## config.mk

```make
export PLATFORM = sky130hd
export DESIGN_NAME = pll_serial_loader
export DESIGN_NICKNAME = d
export VERILOG_FILES = /design/src/rtl/pll_loader_pkg.sv /design/src/rtl/pll_edge_det.sv /design/src/rtl/pll_shift_reg.sv /design/src/rtl/pll_latch_bank.sv /design/src/rtl/pll_serial_loader.sv
export SDC_FILE = /design/constraint.sdc
export NUM_CORES = 1
export LEC_CHECK = 0
export ABC_CLOCK_PERIOD_IN_PS = 2400
export BUFFER_PORTS_ARGS = -buffer_cell sky130_fd_sc_hd__clkbuf_2
export CAP_MARGIN = 15
export CORE_AREA = 2 2 80 82
export CTS_CLUSTER_SIZE = 24
export DETAILED_ROUTE_END_ITERATION = 10
export DIE_AREA = 0 0 82 84
export GPL_ROUTABILITY_DRIVEN = 1
export SYNTH_ARGS = -nofsm -noshare
export SYNTH_HDL_FRONTEND = slang
export SYNTH_SLANG_ARGS = --single-unit
```

## constraint.sdc

```tcl
create_clock -name clk -period 2.4 [get_ports clk]
set_clock_uncertainty 0.1 [all_clocks]
set_input_delay 0.24 -clock clk [delete_from_list [all_inputs] [get_ports clk]]
set_output_delay 0.24 -clock clk [all_outputs]
set_load 0.05 [all_outputs]
```

## src/rtl/pll_loader_pkg.sv

```systemverilog
package pll_loader_pkg;
    parameter int REF_W = 14;
    parameter int N_W   = 11;
    parameter int A_W   = 8;
    parameter int R_MIN = 8;
    localparam int SR_W = 1 + A_W + N_W;

    typedef struct packed {
        logic [REF_W-1:0] ref_ratio;
        logic             presc;
        logic [N_W-1:0]   n_cnt;
        logic [A_W-1:0]   a_cnt;
        logic             ref_done;
        logic             main_done;
        logic             err;
    } latch_t;
endpackage

```

## src/rtl/pll_edge_det.sv

```systemverilog
module pll_edge_det #(
    parameter int W = 2
) (
    input  logic         clk,
    input  logic         rst_n,
    input  logic [W-1:0] sig,
    output logic [W-1:0] rise
);
    logic [W-1:0] prev_d, prev_q;

    always_comb begin
        prev_d = sig;
    end

    for (genvar i = 0; i < W; i++) begin : g_rise
        assign rise[i] = sig[i] & ~prev_q[i];
    end

    always_ff @(posedge clk) begin
        if (!rst_n) prev_q <= '0;
        else        prev_q <= prev_d;
    end
endmodule

```

## src/rtl/pll_shift_reg.sv

```systemverilog
module pll_shift_reg #(
    parameter int W = 20
) (
    input  logic         clk,
    input  logic         rst_n,
    input  logic         shift_en,
    input  logic         din,
    output logic [W-1:0] word
);
    logic [W-1:0] sr_d, sr_q;

    always_comb begin
        sr_d = sr_q;
        if (shift_en) sr_d = {sr_q[W-2:0], din};
    end

    always_ff @(posedge clk) begin
        if (!rst_n) sr_q <= '0;
        else        sr_q <= sr_d;
    end

    assign word = sr_q;
endmodule

```

## src/rtl/pll_latch_bank.sv

```systemverilog
module pll_latch_bank
    import pll_loader_pkg::*;
(
    input  logic            clk,
    input  logic            rst_n,
    input  logic            load,
    input  logic [SR_W-1:0] word,
    output latch_t          st
);
    localparam int REF_LO = 1;
    localparam int REF_HI = REF_W;
    localparam int SW_POS = REF_W + 1;
    localparam int A_LO   = 1;
    localparam int A_HI   = A_W;
    localparam int N_LO   = A_W + 1;
    localparam int N_HI   = A_W + N_W;

    latch_t st_d, st_q;
    logic [REF_W-1:0] new_ref;

    always_comb begin
        new_ref = word[REF_HI:REF_LO];
        st_d     = st_q;
        st_d.err = 1'b0;
        if (load) begin
            if (word[0]) begin
                if (new_ref < REF_W'(R_MIN)) begin
                    st_d.err = 1'b1;
                end else begin
                    st_d.ref_ratio = new_ref;
                    st_d.presc     = word[SW_POS];
                    st_d.ref_done  = 1'b1;
                end
            end else begin
                st_d.a_cnt     = word[A_HI:A_LO];
                st_d.n_cnt     = word[N_HI:N_LO];
                st_d.main_done = 1'b1;
            end
        end
    end

    always_ff @(posedge clk) begin
        if (!rst_n) st_q <= '0;
        else        st_q <= st_d;
    end

    assign st = st_q;
endmodule

```

## src/rtl/pll_serial_loader.sv

```systemverilog
module pll_serial_loader
    import pll_loader_pkg::*;
(
    input  logic             clk,
    input  logic             rst_n,
    input  logic             ser_clk,
    input  logic             ser_data,
    input  logic             ser_le,
    output logic [REF_W-1:0] ref_ratio,
    output logic             presc_sel,
    output logic [N_W-1:0]   main_n,
    output logic [A_W-1:0]   main_a,
    output logic             ref_error,
    output logic             unconfigured
);
    logic [1:0]      rise;
    logic [SR_W-1:0] word;
    latch_t          st;

    pll_edge_det #(.W(2)) u_edge (
        .clk  (clk),
        .rst_n(rst_n),
        .sig  ({ser_le, ser_clk}),
        .rise (rise)
    );

    pll_shift_reg #(.W(SR_W)) u_sr (
        .clk     (clk),
        .rst_n   (rst_n),
        .shift_en(rise[0]),
        .din     (ser_data),
        .word    (word)
    );

    pll_latch_bank u_lat (
        .clk  (clk),
        .rst_n(rst_n),
        .load (rise[1]),
        .word (word),
        .st   (st)
    );

    assign ref_ratio    = st.ref_ratio;
    assign presc_sel    = st.presc;
    assign main_n       = st.n_cnt;
    assign main_a       = st.a_cnt;
    assign ref_error    = st.err;
    assign unconfigured = ~(st.ref_done & st.main_done);
endmodule

```

==> implementation parameters, run 1 <==
Parameter                              Value

Outcome
  Status    complete, no violations

Clock network
  Worst skew pair latency    approximately 0.33 ns
  Post-CTS Setup Bufs    0
  Number of levels the H-tree was split into    3
  CTS resizes    0
  Quantity of hold-fixing buffers added after cts    0
  Cell chosen for the clock root    sky130_fd_sc_hd__clkbuf_8
  Clock transition at the register clock pins on the worst setup and hold paths after CTS    0.06 ns
  Number of buffers created by CTS    9
  Max Root-Sink Buffers    2
  TritonCTS clock tree    yes
  Number of clock sinks seen by CTS    59

Synth
  Cell area after synthesis    2310 um^2
  Post-synth net total    283
  Number of enable flip-flop cells after synthesis    0
  Unique cell type count in the Yosys netlist    22
  Number of register bits inferred by synthesis    59
  Top cells by area, synth    sky130_fd_sc_hd__dfxtp_1 51%, sky130_fd_sc_hd__nand2_1 13%, sky130_fd_sc_hd__buf_4 11%
  Post-synth top area cell    sky130_fd_sc_hd__dfxtp_1
  Yosys warning total    0
  Synth cell count leaders    83 x sky130_fd_sc_hd__nand2_1, 59 x sky130_fd_sc_hd__dfxtp_1, 43 x sky130_fd_sc_hd__a21oi_1
  Most used standard cell by instance count after synthesis    sky130_fd_sc_hd__nand2_1
  Seq/Total Area, Yosys    51.1%
  Fraction of post-synthesis cell area in the top cell type by area    51.1%
  Cell count after synthesis    278
  Ys flop type    sky130_fd_sc_hd__dfxtp_1
  Syn avg cell area    about 8.3 um^2
  FFs w/ async S/R, synth    0%

Setup path
  Worst setup path category    flip-flop to flip-flop
  Critical Path Sink    u_lat.st[32]
  Family with the most delay on the worst path    simple AND/OR/NAND/NOR gates
  Arrival time of the worst setup path    2.15 ns
  Chain of cells forming the critical path    nor4_1, a31oi_2, nand2b_1, a21oi_1
  Reg-to-reg endpoint    u_lat.st[32]
  Critical Path Source    u_sr.word[5]
  Sort of element at the start of the critical path    flip-flop
  Setup slack, reg-to-reg    0.41 ns
  Startpoint of the worst-slack reg-to-reg timing path    u_sr.word[5]
  Cell type of the slowest stage on the worst timing path    sky130_fd_sc_hd__a31oi_2
  Critical path capture point type    flip-flop
  Required time of the critical path    roughly 2.6 ns
  CP Max Fanout    16
  Sum of buffers and inverters on the critical path    0
  R2R depth    4
  Worst path max stage delay    0.52 ns
  Cell count along the critical path    4

Power and ir drop
  Portion of total power attributed to sequential cells    55.0%
  Switching power of the nets    390 uW
  Net switching fraction of the power    21.7%
  Int Pwr    1.41 mW
  Power density over cell area    ~720 nW/um^2
  Worst ir drop on vdd    298 uV
  Gate power share    3.8%
  Clk pwr share    41.2%
  Static leakage    0.927 nW
  Power, Total    1.80 mW

STA
  Final count of pins violating max slew    0
  Sum of negative setup slack    0 ns
  Max transition margin    29.4%
  Post-route setup slack    a little over 0.4 ns
  Slew at the pin with the worst max-slew slack    1.06 ns
  Final Hold Slack    just over 0.05 ns
  Total of endpoints with negative setup slack in the final report    0
  Period minus WS final    1.99 ns
  RSZ-0062 raised after global routing    false
  Number of endpoints with negative hold slack in the final report    0
  Period utilisation layout    82.8%
  Max Freq    503 MHz

Place
  DP Cell Count    between 300 and 400
  Worst slack, placed    0.376 ns
  Count of input and output buffers    40
  GP Congestion    0.741
  Detail Placement HPWL    2980 um

Global routing
  Largest net degree at the start of global routing    38
  Total global-route track usage    roughly 15%
  Global-route wire length before repair    roughly 7600 um
  Global route total overflow    0
  Number of antenna violations at the first check in global routing    0
  Number of global-route vias before repair    1574

Worst hold path
  Hold crit path type    primary input to flip-flop

Route
  Routed length per instance    12.3 um
  Total via count in the routed design    1716
  Via count normalized by instance count    4.71
  1st-pass router iterations    4
  Overall routed net length    4480 um
  Antenna Nets Post-Route    0
  First-iteration detailed-routing DRC count    128
  DRC    0

Finish
  Net total in the final layout    291
  Number of fill cells in the layout    635
  Number of antenna diodes    0
  Synthesis-to-layout area growth    7.84%
  Fraction of layout cells with a size suffix above 1    20.6%
  Count of placed standard cells in the final layout, fillers left out    between 300 and 400

Job
  Total of max-cap violations    0

Floorplan
  I/O pin count    41
  Die outline area    6890 um^2
  Placeable core region    6100 um^2
  Die Wd    just over 80 um
  # rows    29
  Starting Density    38.0%
  Die Y    84 um
==> kinds of logic (layout without fill, tap and decap cells) <==
family	after synthesis	count (layout)	synth area share [%]
AOI/OAI and AO/OA	44	44	9.84
buffers and inverters	49	58	13.7
DFF	59	59	51.1
muxes	11	11	4.76
and+or+nand+nor	115	115	20.7
==> layout make-up <==
cell class                 count  area [um^2]  area share [%]
sequential                    59         1180            47.3
multi-input combinational    170          821            32.9
timing repair buffer          45          238            9.53
clock buffer                  12          155            6.22
tap                           77         96.3            3.86
inverter                       1         3.75           0.150
==> sequential cells by signal, indices dropped and copies added (netlist names) <==
| name | flops |
|---|---|
| u_edge.prev_q | 2 |
| u_lat.st | 37 |
| u_sr.word | 20 |
==> power by group through the flow <==
stage	Clock, mW	Sequential [mW]	Combinational [mW]
after floorplan	0	1.01	0.0459
after global placement	0	1.01	0.0692
after detailed placement	0	1.01	0.0691
after CTS	0.772	0.989	0.0692
after global routing	0.818	0.989	0.0756
final	0.742	0.989	0.0680
==> worst min-delay path by stage <==
stage | slack (ns) | cells past startpoint | to | from
6_report | 0.05 | 3 | u_sr.word[0] | ser_data
4_1_cts | 0.03 | 3 | u_sr.word[0] | ser_data
3_3_place_gp | 0.34 | 2 | u_sr.word[19] | u_sr.word[19]
5_1_grt | 0.05 | 2 | u_edge.prev_q[0] | ser_clk
2_1_floorplan | 0.26 | 1 | u_edge.prev_q[0] | rst_n
3_5_place_dp | 0.35 | 2 | u_lat.st[19] | u_lat.st[19]
==> placed cells by master, fill, tap and decap left out, types with 2 or more instances in the layout <==
cell type and n:
sky130_fd_sc_hd__clkbuf_8 11, sky130_fd_sc_hd__dfxtp_1 59, sky130_fd_sc_hd__a21oi_1 43, sky130_fd_sc_hd__buf_4 5, sky130_fd_sc_hd__nand2b_1 5, sky130_fd_sc_hd__clkbuf_2 40
sky130_fd_sc_hd__nor2_1 15, sky130_fd_sc_hd__and2_1 2, sky130_fd_sc_hd__nand2_1 83, sky130_fd_sc_hd__mux2i_1 11, sky130_fd_sc_hd__nor4_1 2, sky130_fd_sc_hd__nor3_1 2
==> per-stage QoR <==
| stage | instance area [um^2] | util (%) |
|---|---|---|
| 6_report | 2490 | 40.9 |
| 5_1_grt | 2490 | 40.9 |
| 4_1_cts | 2490 | 40.9 |
| 3_5_place_dp | 2340 | 38.4 |
| 3_3_place_gp | 2340 | 38.4 |
| 2_1_floorplan | 2310 | - |
==> tightest hold or removal path, delay by kind of cell <==
| family | cells | cell delay [ns] |
|---|---|---|
| AOI/OAI and AO/OA | 1 | 0.05 |
| buffers and inverters | 1 | 0.09 |
| and+or+nand+nor | 1 | 0.05 |
==> layer usage <==
metal	track usage [%]	wire, um
met5	0	0
met3	3.35	192
met1	21.3	2280
met4	10.0	128
met2	19.4	1870
Power figures use the tool's default switching activity.
==> run 2: changes to the inputs <==
--- a/config.mk
+++ b/config.mk
@@ -5,7 +5,7 @@
 export SDC_FILE = /design/constraint.sdc
 export NUM_CORES = 1
 export LEC_CHECK = 0
-export ABC_CLOCK_PERIOD_IN_PS = 2400
+export ABC_CLOCK_PERIOD_IN_PS = 1950
 export BUFFER_PORTS_ARGS = -buffer_cell sky130_fd_sc_hd__clkbuf_2
 export CAP_MARGIN = 15
 export CORE_AREA = 2 2 80 82
==> constraint.sdc (replaced) <==
create_clock -name clk -period 1.95 [get_ports clk]
set_clock_uncertainty 0.1 [all_clocks]
set_input_delay 0.195 -clock clk [delete_from_list [all_inputs] [get_ports clk]]
set_output_delay 0.195 -clock clk [all_outputs]
set_load 0.05 [all_outputs]
==> run 2 against run 1 <==
Net effect:
- power increased by 47%
- core utilization is 2.5 points higher
- highest routed layer unchanged
- sequential power rose by 23%
- critical path depth is 1 higher
- setup slack worse by 0.23 ns
- global-route usage decreased by 0.31 points
- hold slack got worse by 0.0096 ns
- first-iteration DRC count grew 12%
- clock-buffer cell count shrank 1
- combinational power grew 33%
- register-to-register slack worse by 0.23 ns
==> implementation parameters, run 2 (synthesis results as in run 1) <==
Parameter                              Value

Route
  1st-pass router iterations    4
  Routed length per instance    11.9 um
  Via count normalized by instance count    4.61
  Overall routed net length    4440 um
  First-iteration detailed-routing DRC count    143
  Antenna Nets Post-Route    0
  Total via count in the routed design    1723
  DRC    0

STA
  Sum of negative setup slack    0 ns
  Max transition margin    approximately two thirds
  RSZ-0062 raised after global routing    false
  Slew at the pin with the worst max-slew slack    0.511 ns
  Final count of pins violating max slew    0
  Number of endpoints with negative hold slack in the final report    0
  Period utilisation layout    90.8%
  Period minus WS final    1.77 ns
  Total of endpoints with negative setup slack in the final report    0
  Max Freq    565 MHz

Floorplan
  I/O pin count    41
  Die Y    84 um
  # rows    29
  Die Wd    82 um
  Placeable core region    a little over 6000 um^2
  Die outline area    6890 um^2
  Starting Density    38.0%

Global routing
  Number of antenna violations at the first check in global routing    0
  Total global-route track usage    14.5%
  Global route total overflow    0
  Largest net degree at the start of global routing    58
  Number of global-route vias before repair    1530
  Global-route wire length before repair    7450 um

Job
  Total of max-cap violations    0

Clock network
  TritonCTS clock tree    yes
  Number of clock sinks seen by CTS    59
  Post-CTS Setup Bufs    0
  Clock transition at the register clock pins on the worst setup and hold paths after CTS    roughly 0.060 ns
  Number of buffers created by CTS    9
  Worst skew pair latency    0.33 ns
  Max Root-Sink Buffers    2
  Number of levels the H-tree was split into    3
  Cell chosen for the clock root    sky130_fd_sc_hd__clkbuf_8

Outcome
  Status    complete, no violations

Setup path
  Critical path capture point type    flip-flop
  Worst path max stage delay    between 0.5 and 0.6 ns
  Chain of cells forming the critical path    nor4_1, a31oi_2, buf_4, mux2i_1, nor2_1
  Required time of the critical path    2.06 ns
  Sort of element at the start of the critical path    flip-flop
  Arrival time of the worst setup path    1.88 ns
  Worst setup path category    flip-flop to flip-flop
  Cell type of the slowest stage on the worst timing path    sky130_fd_sc_hd__nor4_1
  CP Max Fanout    15

Power and ir drop
  Portion of total power attributed to sequential cells    45.9%
  Static leakage    1.01 nW
  Power density over cell area    1000 nW/um^2
  Int Pwr    ~2.1 mW
  Worst ir drop on vdd    357 uV
  Clk pwr share    50.7%
  Switching power of the nets    533 uW
  Gate power share    approximately 3.4%
  Net switching fraction of the power    20.1%

Place
  GP Congestion    0.731
  Detail Placement HPWL    2810 um
  Count of input and output buffers    40
  Cell area reported after detailed placement    2370 um^2

Finish
  Top library cells by usage in the layout, fill and taps aside    83 x sky130_fd_sc_hd__nand2_1, 59 x sky130_fd_sc_hd__dfxtp_1, 43 x sky130_fd_sc_hd__a21oi_1
  Max reg flops    37
  Commonest non-fill, non-tap cell in the layout    sky130_fd_sc_hd__nand2_1
  Number of antenna diodes    0
  Area of all placed cells without fillers    2650 um^2
  Fraction of layout cells with a size suffix above 1    about 22%
  Net total in the final layout    297
  Fin util    43.4%
  Synthesis-to-layout area growth    14.4%

Worst hold path
  Hold crit path type    primary input to flip-flop
## run 2: cell count changes in the layout (fill, tap and decap cells not counted), sizes merged
cell         delta
dlygate4sd3     +3
clkbuf          -1
bufinv          +3
clkinv          +2
buf             +3
## run 2: routing by layer
layer	part of all wire (%)	wire length, um	GRT usage [%]
met1	50	2210	20.6
met4	2.0	90	8.64
met5	0	0	0
met2	43	1930	19.2
met3	4.7	208	4.11
## run 2: area by class of cell
| class | count | area, um^2 |
|---|---|---|
| multi-input combinational | 170 | 821 |
| clock inverter | 5 | 100 |
| clock buffer | 11 | 141 |
| inverter | 1 | 3.75 |
| sequential | 59 | 1180 |
| fill | 629 | 3450 |
| tap | 77 | 96.3 |
| timing repair buffer | 51 | 303 |
## run 2: worst paths after layout
kind / from / end / slack (ns) / depth (start not counted)
worst min register to register: u_lat.st[20] / u_lat.st[20] / 0.35 / 2
worst max register to register: u_sr.word[4] / u_lat.st[29] / 0.18 / 5
worst max-delay path: u_sr.word[4] / u_lat.st[29] / 0.18 / 5
worst min-delay path: ser_le / u_edge.prev_q[1] / 0.04 / 2
## run 2: timing repair
| item | in CTS | in global routing |
|---|---|---|
| gates resized for setup | 0 | 0 |
| hold buffers | 3 | 0 |
| endpoints found under the hold margin | 3 | 0 |
## run 2: critical path, delay by kind of cell (launching register included)
family	cells	cell delay, ns
AO/OA/AOI/OAI	1	0.19
buffers and inverters	1	0.24
flip-flops	1	0.36
multiplexers	1	0.19
AND/OR/NAND/NOR	2	0.57
## run 2: metrics by stage
step	cells	power [mW]	hold slack [ns]	setup WS [ns]
2_1_floorplan	278	1.30	0.217	0.418
3_3_place_gp	355	1.33	0.331	0.217
3_5_place_dp	355	1.33	0.334	0.182
4_1_cts	374	2.68	0.0247	0.154
5_1_grt	374	2.75	0.0595	0.0718
6_report	374	2.65	0.0417	0.180
## run 2: power groups by stage
stage	Sequential, mW	Clock (mW)	Combinational [mW]
after floorplan	1.24	0	0.0565
after global placement	1.24	0	0.0876
after detailed placement	1.24	0	0.0880
after CTS	1.22	1.37	0.0928
after global routing	1.22	1.43	0.101
final	1.22	1.34	0.0903
==> run 3: changes to the inputs <==
--- a/config.mk
+++ b/config.mk
@@ -8,11 +8,15 @@
 export ABC_CLOCK_PERIOD_IN_PS = 1950
 export BUFFER_PORTS_ARGS = -buffer_cell sky130_fd_sc_hd__clkbuf_2
 export CAP_MARGIN = 15
+export CELL_PAD_IN_SITES_DETAIL_PLACEMENT = 1
+export CELL_PAD_IN_SITES_GLOBAL_PLACEMENT = 1
 export CORE_AREA = 2 2 80 82
 export CTS_CLUSTER_SIZE = 24
 export DETAILED_ROUTE_END_ITERATION = 10
 export DIE_AREA = 0 0 82 84
 export GPL_ROUTABILITY_DRIVEN = 1
+export PLACE_DENSITY_LB_ADDON = 0.1
+export SKIP_LAST_GASP = 1
 export SYNTH_ARGS = -nofsm -noshare
 export SYNTH_HDL_FRONTEND = slang
 export SYNTH_SLANG_ARGS = --single-unit
==> run 3 against run 2 <==
Net effect:
- sequential share of layout area up 1.5 points
- via count grew 1.5%
- setup slack gained 0.16 ns
- highest routed layer unchanged
- critical path depth did not move
- clock power fell by 33%
- cell area fell by 3.2%
- sequential power barely moved
==> implementation parameters, run 3 (synthesis results as in run 1) <==
Parameter                              Value

STA
  Max transition margin    ~72%
  Period minus WS final    1.61 ns
  RSZ-0062 raised after global routing    false
  Max Freq    622 MHz
  Sum of negative setup slack    0 ns
  Post-route setup slack    0.341 ns
  Final count of pins violating max slew    0
  Final Hold Slack    around 0.037 ns
  Total of endpoints with negative setup slack in the final report    0
  Number of endpoints with negative hold slack in the final report    0
  Slew at the pin with the worst max-slew slack    0.423 ns
  Period utilisation layout    82.5%

Global routing
  Largest net degree at the start of global routing    58
  Global route total overflow    0
  Number of antenna violations at the first check in global routing    0
  Global-route wire length before repair    8270 um
  Total global-route track usage    16.4%
  Number of global-route vias before repair    ~1.6k

Finish
  Area of all placed cells without fillers    2560 um^2
  Fraction of layout cells with a size suffix above 1    21.0%
  Top library cells by usage in the layout, fill and taps aside    83 x sky130_fd_sc_hd__nand2_1, 59 x sky130_fd_sc_hd__dfxtp_1, 43 x sky130_fd_sc_hd__a21oi_1
  Net total in the final layout    ~300
  Fin util    between 40% and 50%
  Commonest non-fill, non-tap cell in the layout    sky130_fd_sc_hd__nand2_1
  Number of antenna diodes    0
  Max reg flops    37
  Count of placed standard cells in the final layout, fillers left out    372
  Synthesis-to-layout area growth    10.7%

Setup path
  Required time of the critical path    2.11 ns
  Worst setup path category    flip-flop to flip-flop
  CP Max Fanout    9
  Critical path capture point type    flip-flop
  Arrival time of the worst setup path    1.77 ns
  Sort of element at the start of the critical path    flip-flop

Job
  Total of max-cap violations    0

Floorplan
  Starting Density    38.0%
  Die Wd    82 um
  Die Y    ~84 um
  Placeable core region    ~6100 um^2
  Die outline area    6890 um^2
  I/O pin count    41
  # rows    29

Place
  Count of input and output buffers    40
  Cell area reported after detailed placement    2380 um^2
  DP Cell Count    between 300 and 400
  Detail Placement HPWL    3300 um
  GP Congestion    0.735
  Worst slack, placed    between 0.3 and 0.4 ns

Route
  Routed length per instance    13.5 um
  Antenna Nets Post-Route    0
  Total via count in the routed design    about 1.7k
  First-iteration detailed-routing DRC count    59
  Overall routed net length    about 5000 um
  DRC    0
  1st-pass router iterations    4
  Via count normalized by instance count    roughly 4.7

Clock network
  Cell chosen for the clock root    sky130_fd_sc_hd__clkbuf_8
  Max Root-Sink Buffers    2
  Worst skew pair latency    0.33 ns
  TritonCTS clock tree    yes
  Number of buffers created by CTS    9
  CTS resizes    0
  Number of levels the H-tree was split into    3
  Clock transition at the register clock pins on the worst setup and hold paths after CTS    0.06 ns
  Number of clock sinks seen by CTS    59

Worst hold path
  Hold crit path type    primary input to flip-flop

Power and ir drop
  Power, Total    2.21 mW
  Power density over cell area    862 nW/um^2
  Worst ir drop on vdd    ~450 uV
  Static leakage    0.962 nW

Outcome
  Status    complete, no violations
-- run 3: changes by cell type in the layout (fill, tap and decap cells not counted), sizes merged --
cell,change
clkinv,-2
buf,+1
bufinv,-3
clkbuf,+2
-- run 3: cell type report --
type                            instances  area (um^2)
Multi-Input combinational cell        170          821
Tap cell                               77         96.3
Sequential cell                        59         1180
Inverter                                1         3.75
Fill cell                             778         3530
Timing Repair Buffer                   52          310
Clock buffer                           13          149
-- run 3: per-layer routing --
metal  GRT usage [%]  wire, um
met1            22.5      2480
met2            21.7      2160
met3            5.74       262
met4            9.70       129
met5               0         0
-- run 3: timing repair --
action,4_1_cts,5_1_grt
hold endpoints to repair,3,0
hold buffers,3,0
setup buffers,0,0
-- run 3: path summary, 6_finish.rpt --
check / start / to / cells after the start / slack [ns]
max: u_sr.word[4] / u_lat.st[32] / 5 / 0.34
min: ser_le / u_edge.prev_q[1] / 2 / 0.04
max reg2reg: u_sr.word[4] / u_lat.st[32] / 5 / 0.34
min reg2reg: u_lat.st[12] / u_lat.st[12] / 2 / 0.35
-- run 3: power breakdown --
group          total [mW]  switching (mW)  internal [mW]
Combinational      0.0916          0.0663         0.0254
Clock               0.898           0.423          0.476
Sequential           1.22         0.00533           1.21
Total                2.21           0.494           1.71
-- run 3: critical path, cell delays in order, from the launching register on --
cell,delay [ns]
sky130_fd_sc_hd__dfxtp_1,0.35
sky130_fd_sc_hd__nor4_1,0.44
sky130_fd_sc_hd__a31oi_2,0.16
sky130_fd_sc_hd__buf_4,0.20
sky130_fd_sc_hd__nand2b_1,0.15
sky130_fd_sc_hd__a21oi_1,0.14
